$ cat src/rtl/serial_tx_pkg.sv
package serial_tx_pkg;

    localparam int WORD_W  = 16;
    localparam int CHAR_W  = 8;
    localparam int DONE_B  = 7;
    localparam int IE_B    = 6;
    localparam int MAINT_B = 2;
    localparam int BRK_B   = 0;

    typedef struct packed {
        logic done;
        logic ie;
        logic maint;
        logic brk;
    } tx_status_t;

    typedef struct packed {
        logic status_wr;
        logic buf_start;
        logic buf_load;
    } tx_op_t;

    localparam tx_status_t STATUS_RESET = '{done: 1'b1, ie: 1'b0, maint: 1'b0, brk: 1'b0};

    function automatic logic [WORD_W-1:0] pack_status(input tx_status_t s);
        logic [WORD_W-1:0] w;
        w          = '0;
        w[DONE_B]  = s.done;
        w[IE_B]    = s.ie;
        w[MAINT_B] = s.maint;
        w[BRK_B]   = s.brk;
        return w;
    endfunction

endpackage

$ cat src/rtl/serial_tx_decode.sv
module serial_tx_decode
    import serial_tx_pkg::*;
(
    input  logic   bus_wr,
    input  logic   bus_sel,
    input  logic   bus_odd,
    output tx_op_t op
);
    always_comb begin
        op           = '0;
        op.status_wr = bus_wr && !bus_sel && !bus_odd;
        op.buf_start = bus_wr && bus_sel;
        op.buf_load  = bus_wr && bus_sel && !bus_odd;
    end
endmodule

$ cat src/rtl/serial_tx_status.sv
module serial_tx_status
    import serial_tx_pkg::*;
(
    input  logic              clk,
    input  logic              rst,
    input  tx_op_t            op,
    input  logic [WORD_W-1:0] wdata,
    input  logic              char_sent,
    output tx_status_t        status,
    output logic              irq
);
    tx_status_t nxt;
    logic       irq_nxt;

    always_comb begin
        nxt     = status;
        irq_nxt = irq;
        if (op.status_wr) begin
            nxt.ie    = wdata[IE_B];
            nxt.maint = wdata[MAINT_B];
            nxt.brk   = wdata[BRK_B];
            if (!wdata[IE_B])
                irq_nxt = 1'b0;
            else if (status.done && !status.ie)
                irq_nxt = 1'b1;
        end
        if (op.buf_start) begin
            nxt.done = 1'b0;
            irq_nxt  = 1'b0;
        end else if (char_sent) begin
            nxt.done = 1'b1;
            irq_nxt  = nxt.ie;
        end
    end

    always_ff @(posedge clk) begin
        if (rst) begin
            status <= STATUS_RESET;
            irq    <= 1'b0;
        end else begin
            status <= nxt;
            irq    <= irq_nxt;
        end
    end

    AST_IRQ_NEEDS_ENABLE: assert property (@(posedge clk) disable iff (rst)
        irq |-> (status.done && status.ie));
    AST_IE_CLEAR_DROPS: assert property (@(posedge clk) disable iff (rst)
        (op.status_wr && !wdata[IE_B]) |=> !irq);
endmodule

$ cat src/rtl/serial_tx_line.sv
module serial_tx_line
    import serial_tx_pkg::*;
#(
    parameter int DW = CHAR_W
)(
    input  logic          clk,
    input  logic          rst,
    input  tx_op_t        op,
    input  logic [DW-1:0] wbyte,
    input  logic          tx_ready,
    output logic [DW-1:0] tx_data,
    output logic          tx_valid,
    output logic          char_sent
);
    logic [DW-1:0] char_q;
    logic          pend_q;

    assign char_sent = pend_q && tx_ready;
    assign tx_valid  = pend_q;
    assign tx_data   = char_q;

    always_ff @(posedge clk) begin
        if (rst) begin
            char_q <= '0;
            pend_q <= 1'b0;
        end else begin
            if (op.buf_load)
                char_q <= wbyte;
            if (op.buf_start)
                pend_q <= 1'b1;
            else if (char_sent)
                pend_q <= 1'b0;
        end
    end

    AST_VALID_HOLDS: assert property (@(posedge clk) disable iff (rst)
        (tx_valid && !tx_ready) |=> tx_valid);
    AST_DATA_STABLE_WAIT: assert property (@(posedge clk) disable iff (rst)
        (tx_valid && !tx_ready && !op.buf_load) |=> $stable(tx_data));
endmodule

$ cat src/rtl/serial_tx_regs.sv
module serial_tx_regs
    import serial_tx_pkg::*;
(
    input  logic              clk,
    input  logic              rst,
    input  logic              bus_wr,
    input  logic              bus_sel,
    input  logic              bus_odd,
    input  logic [WORD_W-1:0] bus_wdata,
    output logic [WORD_W-1:0] bus_rdata,
    output logic [CHAR_W-1:0] tx_data,
    output logic              tx_valid,
    input  logic              tx_ready,
    output logic              tx_irq
);
    tx_op_t     op;
    tx_status_t status;
    logic       char_sent;

    serial_tx_decode u_dec (
        .bus_wr (bus_wr),
        .bus_sel(bus_sel),
        .bus_odd(bus_odd),
        .op     (op)
    );

    serial_tx_status u_stat (
        .clk      (clk),
        .rst      (rst),
        .op       (op),
        .wdata    (bus_wdata),
        .char_sent(char_sent),
        .status   (status),
        .irq      (tx_irq)
    );

    serial_tx_line #(.DW(CHAR_W)) u_line (
        .clk      (clk),
        .rst      (rst),
        .op       (op),
        .wbyte    (bus_wdata[CHAR_W-1:0]),
        .tx_ready (tx_ready),
        .tx_data  (tx_data),
        .tx_valid (tx_valid),
        .char_sent(char_sent)
    );

    always_comb begin
        if (bus_sel)
            bus_rdata = {{(WORD_W-CHAR_W){1'b0}}, tx_data};
        else
            bus_rdata = pack_status(status);
    end

    AST_DONE_EXCLUDES_VALID: assert property (@(posedge clk) disable iff (rst)
        tx_valid |-> !status.done);
    AST_START_CLEARS: assert property (@(posedge clk) disable iff (rst)
        (bus_wr && bus_sel) |=> (tx_valid && !status.done && !tx_irq));
    AST_SENT_SETS_DONE: assert property (@(posedge clk) disable iff (rst)
        (tx_valid && tx_ready && !(bus_wr && bus_sel)) |=> (status.done && !tx_valid));
    AST_ODD_STATUS_IGNORED: assert property (@(posedge clk) disable iff (rst)
        (bus_wr && !bus_sel && bus_odd && !tx_valid) |=> ($stable(status) && $stable(tx_irq)));
    AST_COLLIDE_RESTARTS: assert property (@(posedge clk) disable iff (rst)
        (tx_valid && tx_ready && bus_wr && bus_sel) |=> (tx_valid && !status.done));
endmodule

$ cat config.mk
export PLATFORM = sky130hd
export DESIGN_NAME = serial_tx_regs
export DESIGN_NICKNAME = d
export VERILOG_FILES = /design/src/rtl/serial_tx_pkg.sv /design/src/rtl/serial_tx_decode.sv /design/src/rtl/serial_tx_status.sv /design/src/rtl/serial_tx_line.sv /design/src/rtl/serial_tx_regs.sv
export SDC_FILE = /design/constraint.sdc
export NUM_CORES = 1
export LEC_CHECK = 0
export BUFFER_PORTS_ARGS = -buffer_cell sky130_fd_sc_hd__buf_4
export CAP_MARGIN = 10
export CORE_MARGIN = 2
export CORE_UTILIZATION = 42
export DETAILED_ROUTE_END_ITERATION = 12
export HOLD_SLACK_MARGIN = 0.08
export PLACE_DENSITY = 0.92
export SLEW_MARGIN = 10
export SYNTH_ARGS = -nofsm -noshare
export SYNTH_HDL_FRONTEND = slang
export SYNTH_SLANG_ARGS = --single-unit
$ cat constraint.sdc
create_clock -name clk -period 3.6 [get_ports clk]
set_clock_uncertainty 0.15 [all_clocks]
set_input_delay 1.08 -clock clk [delete_from_list [all_inputs] [get_ports clk]]
set_output_delay 1.08 -clock clk [all_outputs]
set_load 0.02 [all_outputs]
==> impl_metrics.ini, run 1 <==
[clock_network]
path_clk_slew_ns = 0.08
htreeDepth = 1
tritoncts = built
clockRootBuffer = clkbuf_4
clk_latency_ns = 0.28
cts_buffers = 3
clock-sinks = 14
cts_hold_buf = 0
post_cts_resized = 0
cts_setup_buffers = 0
cts_buffer_depth = 2

[flow_run]
max_cap_viol_count = 0

[place]
portBuffers = 31
place.gp.congestion = 0.728
detailedPlacementHpwl_um = 1150
placed_area_um2 = 896

[floorplanning]
initial_core_util_pct = 45.4
dieHeight_um = 44.8
std_cell_rows = 14
io_pins = 48
die_w_um = 44.8
die_area_um2 = 2010
core_um2 = 1540

[route]
viasPerCell = 5.13
wl_um = 1510
first_iter_violations = 14
detail-route-antenna-nets = 0
dr.pass1.iters = 4
wire_per_inst_um = 12.7
vias = 610
drc = 0

[pwr]
irDropWorstVdd_uv = 266
p_switching_mw = 0.0910
p_sw_share_pct = 28.3
internal_power_mw = 0.230
pwr-share-comb_pct = 21.0
leakage_nw = 0.494
power.density_nw_per_um2 = 350
pwr-share-seq_pct = 51.5
clkPwrFrac_pct = 27.5

[grt]
grt_pass1_vias = 595
grt-ovfl-total = 0
grt_use_total_pct = 16.4
grt_antenna_before_repair = 0
grt_pass1_wl_um = 2400
grt_max_degree = 14

[final_layout]
fillers = 127
fin_area_um2 = 918
multi_input_area_um2 = 359
mostFrequentLayoutCells = buf_4, dfxtp_1, mux2i_1, nor2_1, conb_1
final_common_cell = buf_4
nets = 127
area_growth_pct = 31.3
regArea_um2 = 280
drive_gt1_share_pct = 37.9
diodes = 0

[timing]
setup_tns_ns = 0
hold_ws_ns = 0.348
period_minus_slack_ns = 3.00
fmax_mhz = 334
relSlewSlack_pct = 64.8
drv_slew = 0
fin_crit_sh_pct = 83.2
rsz0062_at_grt = false
worst_pin_slew_ns = 0.526
hold_viol_final = 0
setup_violations = 0

[synthesis]
ys_seq_area_share_pct = 40.1
yosys_warnings = 0
ys_ff_latch = 14
syn_area_um2 = 699
syn_inst = 73
avgSynthCellArea_um2 = 9.58
synth_cell_types = 21

[critical_path]
r2r_setup_slack_ns = 2.53
crit_type = primary input to output pin
crit_arrival_ns = 1.77
setup.worst_path.start_class = primary input
critPathRequiredTime_ns = 2.37
crit_path_end_kind = output pin
crit_fanout = 12

[status]
status = finished, final reports clean

[worst_hold_path]
hold_path.class = register to register
==> logic make-up after synthesis <==
kind of cell | count (synthesis) | synth area share (%)
other cells | 1 | 0.536
buf+inv | 12 | 12.3
simple gates | 24 | 17.7
mux | 15 | 22.2
flops | 14 | 40.1
compound gates | 7 | 7.15
==> state kept, by name, summed over array words and instances (netlist names) <==
name             flops
u_line.tx_data       8
u_stat.irq           1
u_line.tx_valid      1
u_stat.status        4
==> critical path, cell delays in order <==
cell and delay, ns:
buf_4 0.17, mux2_2 0.35, buf_4 0.16
==> per-layer routing <==
| metal | share of wire (%) | GRT usage [%] | wire length (um) |
|---|---|---|---|
| met1 | 36 | 16.5 | 549 |
| met2 | 53 | 29.9 | 798 |
| met3 | 8.4 | 3.60 | 127 |
| met4 | 2.3 | 11.2 | 34 |
| met5 | 0 | 0 | 0 |
==> power by group through the flow <==
stage | registers [mW] | clock network (mW) | logic (mW)
finish | 0.165 | 0.0885 | 0.0673
global route | 0.166 | 0.0947 | 0.0725
CTS | 0.165 | 0.0883 | 0.0676
detailed placement | 0.169 | 0 | 0.0674
global placement | 0.169 | 0 | 0.0655
floorplan | 0.173 | 0 | 0.0416
==> path summary, 6_finish.rpt <==
kind | cells after the start | end | start
setup / recovery | 3 | bus_rdata[7] | bus_sel
setup reg to reg | 3 | u_stat.irq | u_line.tx_valid
hold reg to reg | 2 | u_stat.status[0] | u_stat.status[0]
hold / removal | 2 | u_stat.status[0] | u_stat.status[0]
==> layout make-up <==
type                       instances  area share, %
multi-input combinational         54           39.1
sequential                        14           30.5
inverter                           1          0.409
tap                               16           2.18
clock buffer                       3           2.45
timing repair buffer              31           25.3
==> synthesized netlist by cell type, drive strengths merged <==
cell | number | area share [%]
mux2 | 4 | 6.4
clkbuf | 1 | 0.54
conb | 1 | 0.54
o2bb2ai | 1 | 1.3
a21oi | 1 | 0.71
a21o | 2 | 2.1
o21ai | 1 | 0.71
dfxtp | 14 | 40
nand2 | 5 | 2.7
mux2i | 11 | 16
nor2 | 11 | 5.9
o2111ai | 1 | 1.3
inv | 1 | 0.54
nor2b | 1 | 0.90
buf | 10 | 11
nor3b | 1 | 2.7
nand2b | 1 | 0.90
nand3b | 1 | 1.1
and2 | 4 | 3.6
o21bai | 1 | 1.1
==> metrics by stage <==
stage,power [mW],setup WS (ns),util [%],instances
after floorplan,0.215,0.778,-,80
after global placement,0.234,0.607,58.1,116
after detailed placement,0.236,0.606,58.1,116
after CTS,0.321,0.604,59.6,119
after global routing,0.333,0.590,59.6,119
final,0.321,0.604,59.6,119
No activity file was read; power rests on OpenSTA's default activity.
==> inputs of run 2 (changes only) <==
- CORE_UTILIZATION: 42 -> 39
- PLACE_DENSITY: 0.92 -> 0.87
- clock period: 3.6 -> 2.95 ns (I/O delays scaled with it)
==> run 2 against run 1 <==
Effect of this change: combinational power is 21% higher; clock power is 59% higher; sequential share of layout area is 0.81 points lower; utilization is 4.3 points lower; final cell count is 8.4% higher; flip-flop and latch count stayed put; global-route usage is 0.41 points lower; via count is 3.1% lower; non-clock buffer count stayed put; critical path depth stayed put.
==> impl_metrics.ini, run 2 (same netlist as run 1, synthesis figures left out) <==
[status]
status = finished, final reports clean

[grt]
grt_max_degree = 14
grt_pass1_wl_um = 2370
grt_pass1_vias = 563
grt_antenna_before_repair = 0
grt-ovfl-total = 0
grt_use_total_pct = 16.0

[timing]
period_minus_slack_ns = 2.61
hold_viol_final = 0
setup_violations = 0
setup_tns_ns = 0
worst_pin_slew_ns = 0.509
drv_slew = 0
rsz0062_at_grt = false
relSlewSlack_pct = 66.0
fin_crit_sh_pct = 88.3
fmax_mhz = 384

[pwr]
internal_power_mw = 0.309
power.density_nw_per_um2 = 450
p_switching_mw = 0.115
clkPwrFrac_pct = 33.2
total_power_mw = 0.424
pwr-share-seq_pct = 47.6
pwr-share-comb_pct = 19.3
leakage_nw = 0.501
p_sw_share_pct = 27.2
irDropWorstVdd_uv = 264

[route]
wire_per_inst_um = 11.7
first_iter_violations = 9
wl_um = 1510
viasPerCell = 4.58
vias = 591
detail-route-antenna-nets = 0
drc = 0
dr.pass1.iters = 3

[final_layout]
fin_cells = 129
final_common_cell = buf_4
drive_gt1_share_pct = 38.5
area_growth_pct = 34.9
nets = 127
mostFrequentLayoutCells = buf_4, dfxtp_1, mux2i_1, nor2_1, conb_1
largest_reg_flops = 8
diodes = 0

[floorplanning]
initial_core_util_pct = 41.0
die_area_um2 = 2150
std_cell_rows = 15
die_w_um = 46.4
dieHeight_um = 46.4
io_pins = 48
core_um2 = 1710

[place]
place.gp.congestion = 0.711
dp_cells = 125
portBuffers = 31
detailedPlacementHpwl_um = 1170

[clock_network]
clockRootBuffer = clkbuf_4
post_cts_resized = 0
tritoncts = built
clock-sinks = 14
clk_latency_ns = 0.28
cts_buffer_depth = 2
path_clk_slew_ns = 0.09
cts_buffers = 3
htreeDepth = 1
cts_hold_buf = 0
cts_setup_buffers = 0

[worst_hold_path]
hold_path.class = register to register
hold_depth = 2

[flow_run]
max_cap_viol_count = 0

[critical_path]
crit_path_end_kind = output pin
critPathRequiredTime_ns = 1.92
slowest_delay_ns = 0.35
setup.worst_path.start_class = primary input
crit_type = primary input to output pin
crit_chain = buf_4 > mux2_2 > buf_4
reg2regPathDepth = 3
critPathSlowestCell = mux2_2
crit_arrival_ns = 1.57
cp_common_cell = buf_4
crit_fanout = 12
-- run 2: through the flow --
step | area [um^2] | util (%) | setup slack (ns) | hold WS [ns]
floorplan | 726 | - | 0.518 | 0.306
global placement | 907 | 53.1 | 0.354 | 0.321
detailed placement | 907 | 53.1 | 0.339 | 0.351
CTS | 943 | 55.2 | 0.336 | 0.373
global route | 943 | 55.2 | 0.321 | 0.412
finish | 943 | 55.2 | 0.344 | 0.368
-- run 2: critical path, delay by kind of cell --
| kind | cells | cell delay [ns] |
|---|---|---|
| multiplexers | 1 | 0.35 |
| buffers and inverters | 2 | 0.33 |
-- run 2: final timing paths --
path               startpoint                to  slack [ns]
min reg2reg  u_stat.status[1]  u_stat.status[1]        0.37
max reg2reg   u_line.tx_valid        u_stat.irq        1.89
max                   bus_sel      bus_rdata[6]        0.34
min          u_stat.status[1]  u_stat.status[1]        0.37
-- run 2: area by class of cell --
class | count | area (um^2)
well taps | 25 | 31.3
multi-input cells | 54 | 359
flip-flops and latches | 14 | 280
fillers | 164 | 764
inverters | 1 | 3.75
repair buffers | 31 | 233
clock buffers | 4 | 36.3
-- run 2: layer usage --
metal | vias up | wire, um | track usage (%)
met5 | - | 0 | 0
met4 | 0 | 23 | 8.57
met3 | 4 | 131 | 5.10
met2 | 27 | 801 | 28.3
met1 | 270 | 552 | 16.5
li1 | 290 | - | -
-- run 2: power groups by stage --
stage          clock network [mW]  logic, mW  registers (mW)
2_1_floorplan                   0     0.0508           0.211
3_3_place_gp                    0     0.0799           0.206
3_5_place_dp                    0     0.0822           0.206
4_1_cts                     0.142     0.0824           0.202
5_1_grt                     0.150     0.0885           0.203
6_report                    0.141     0.0817           0.202
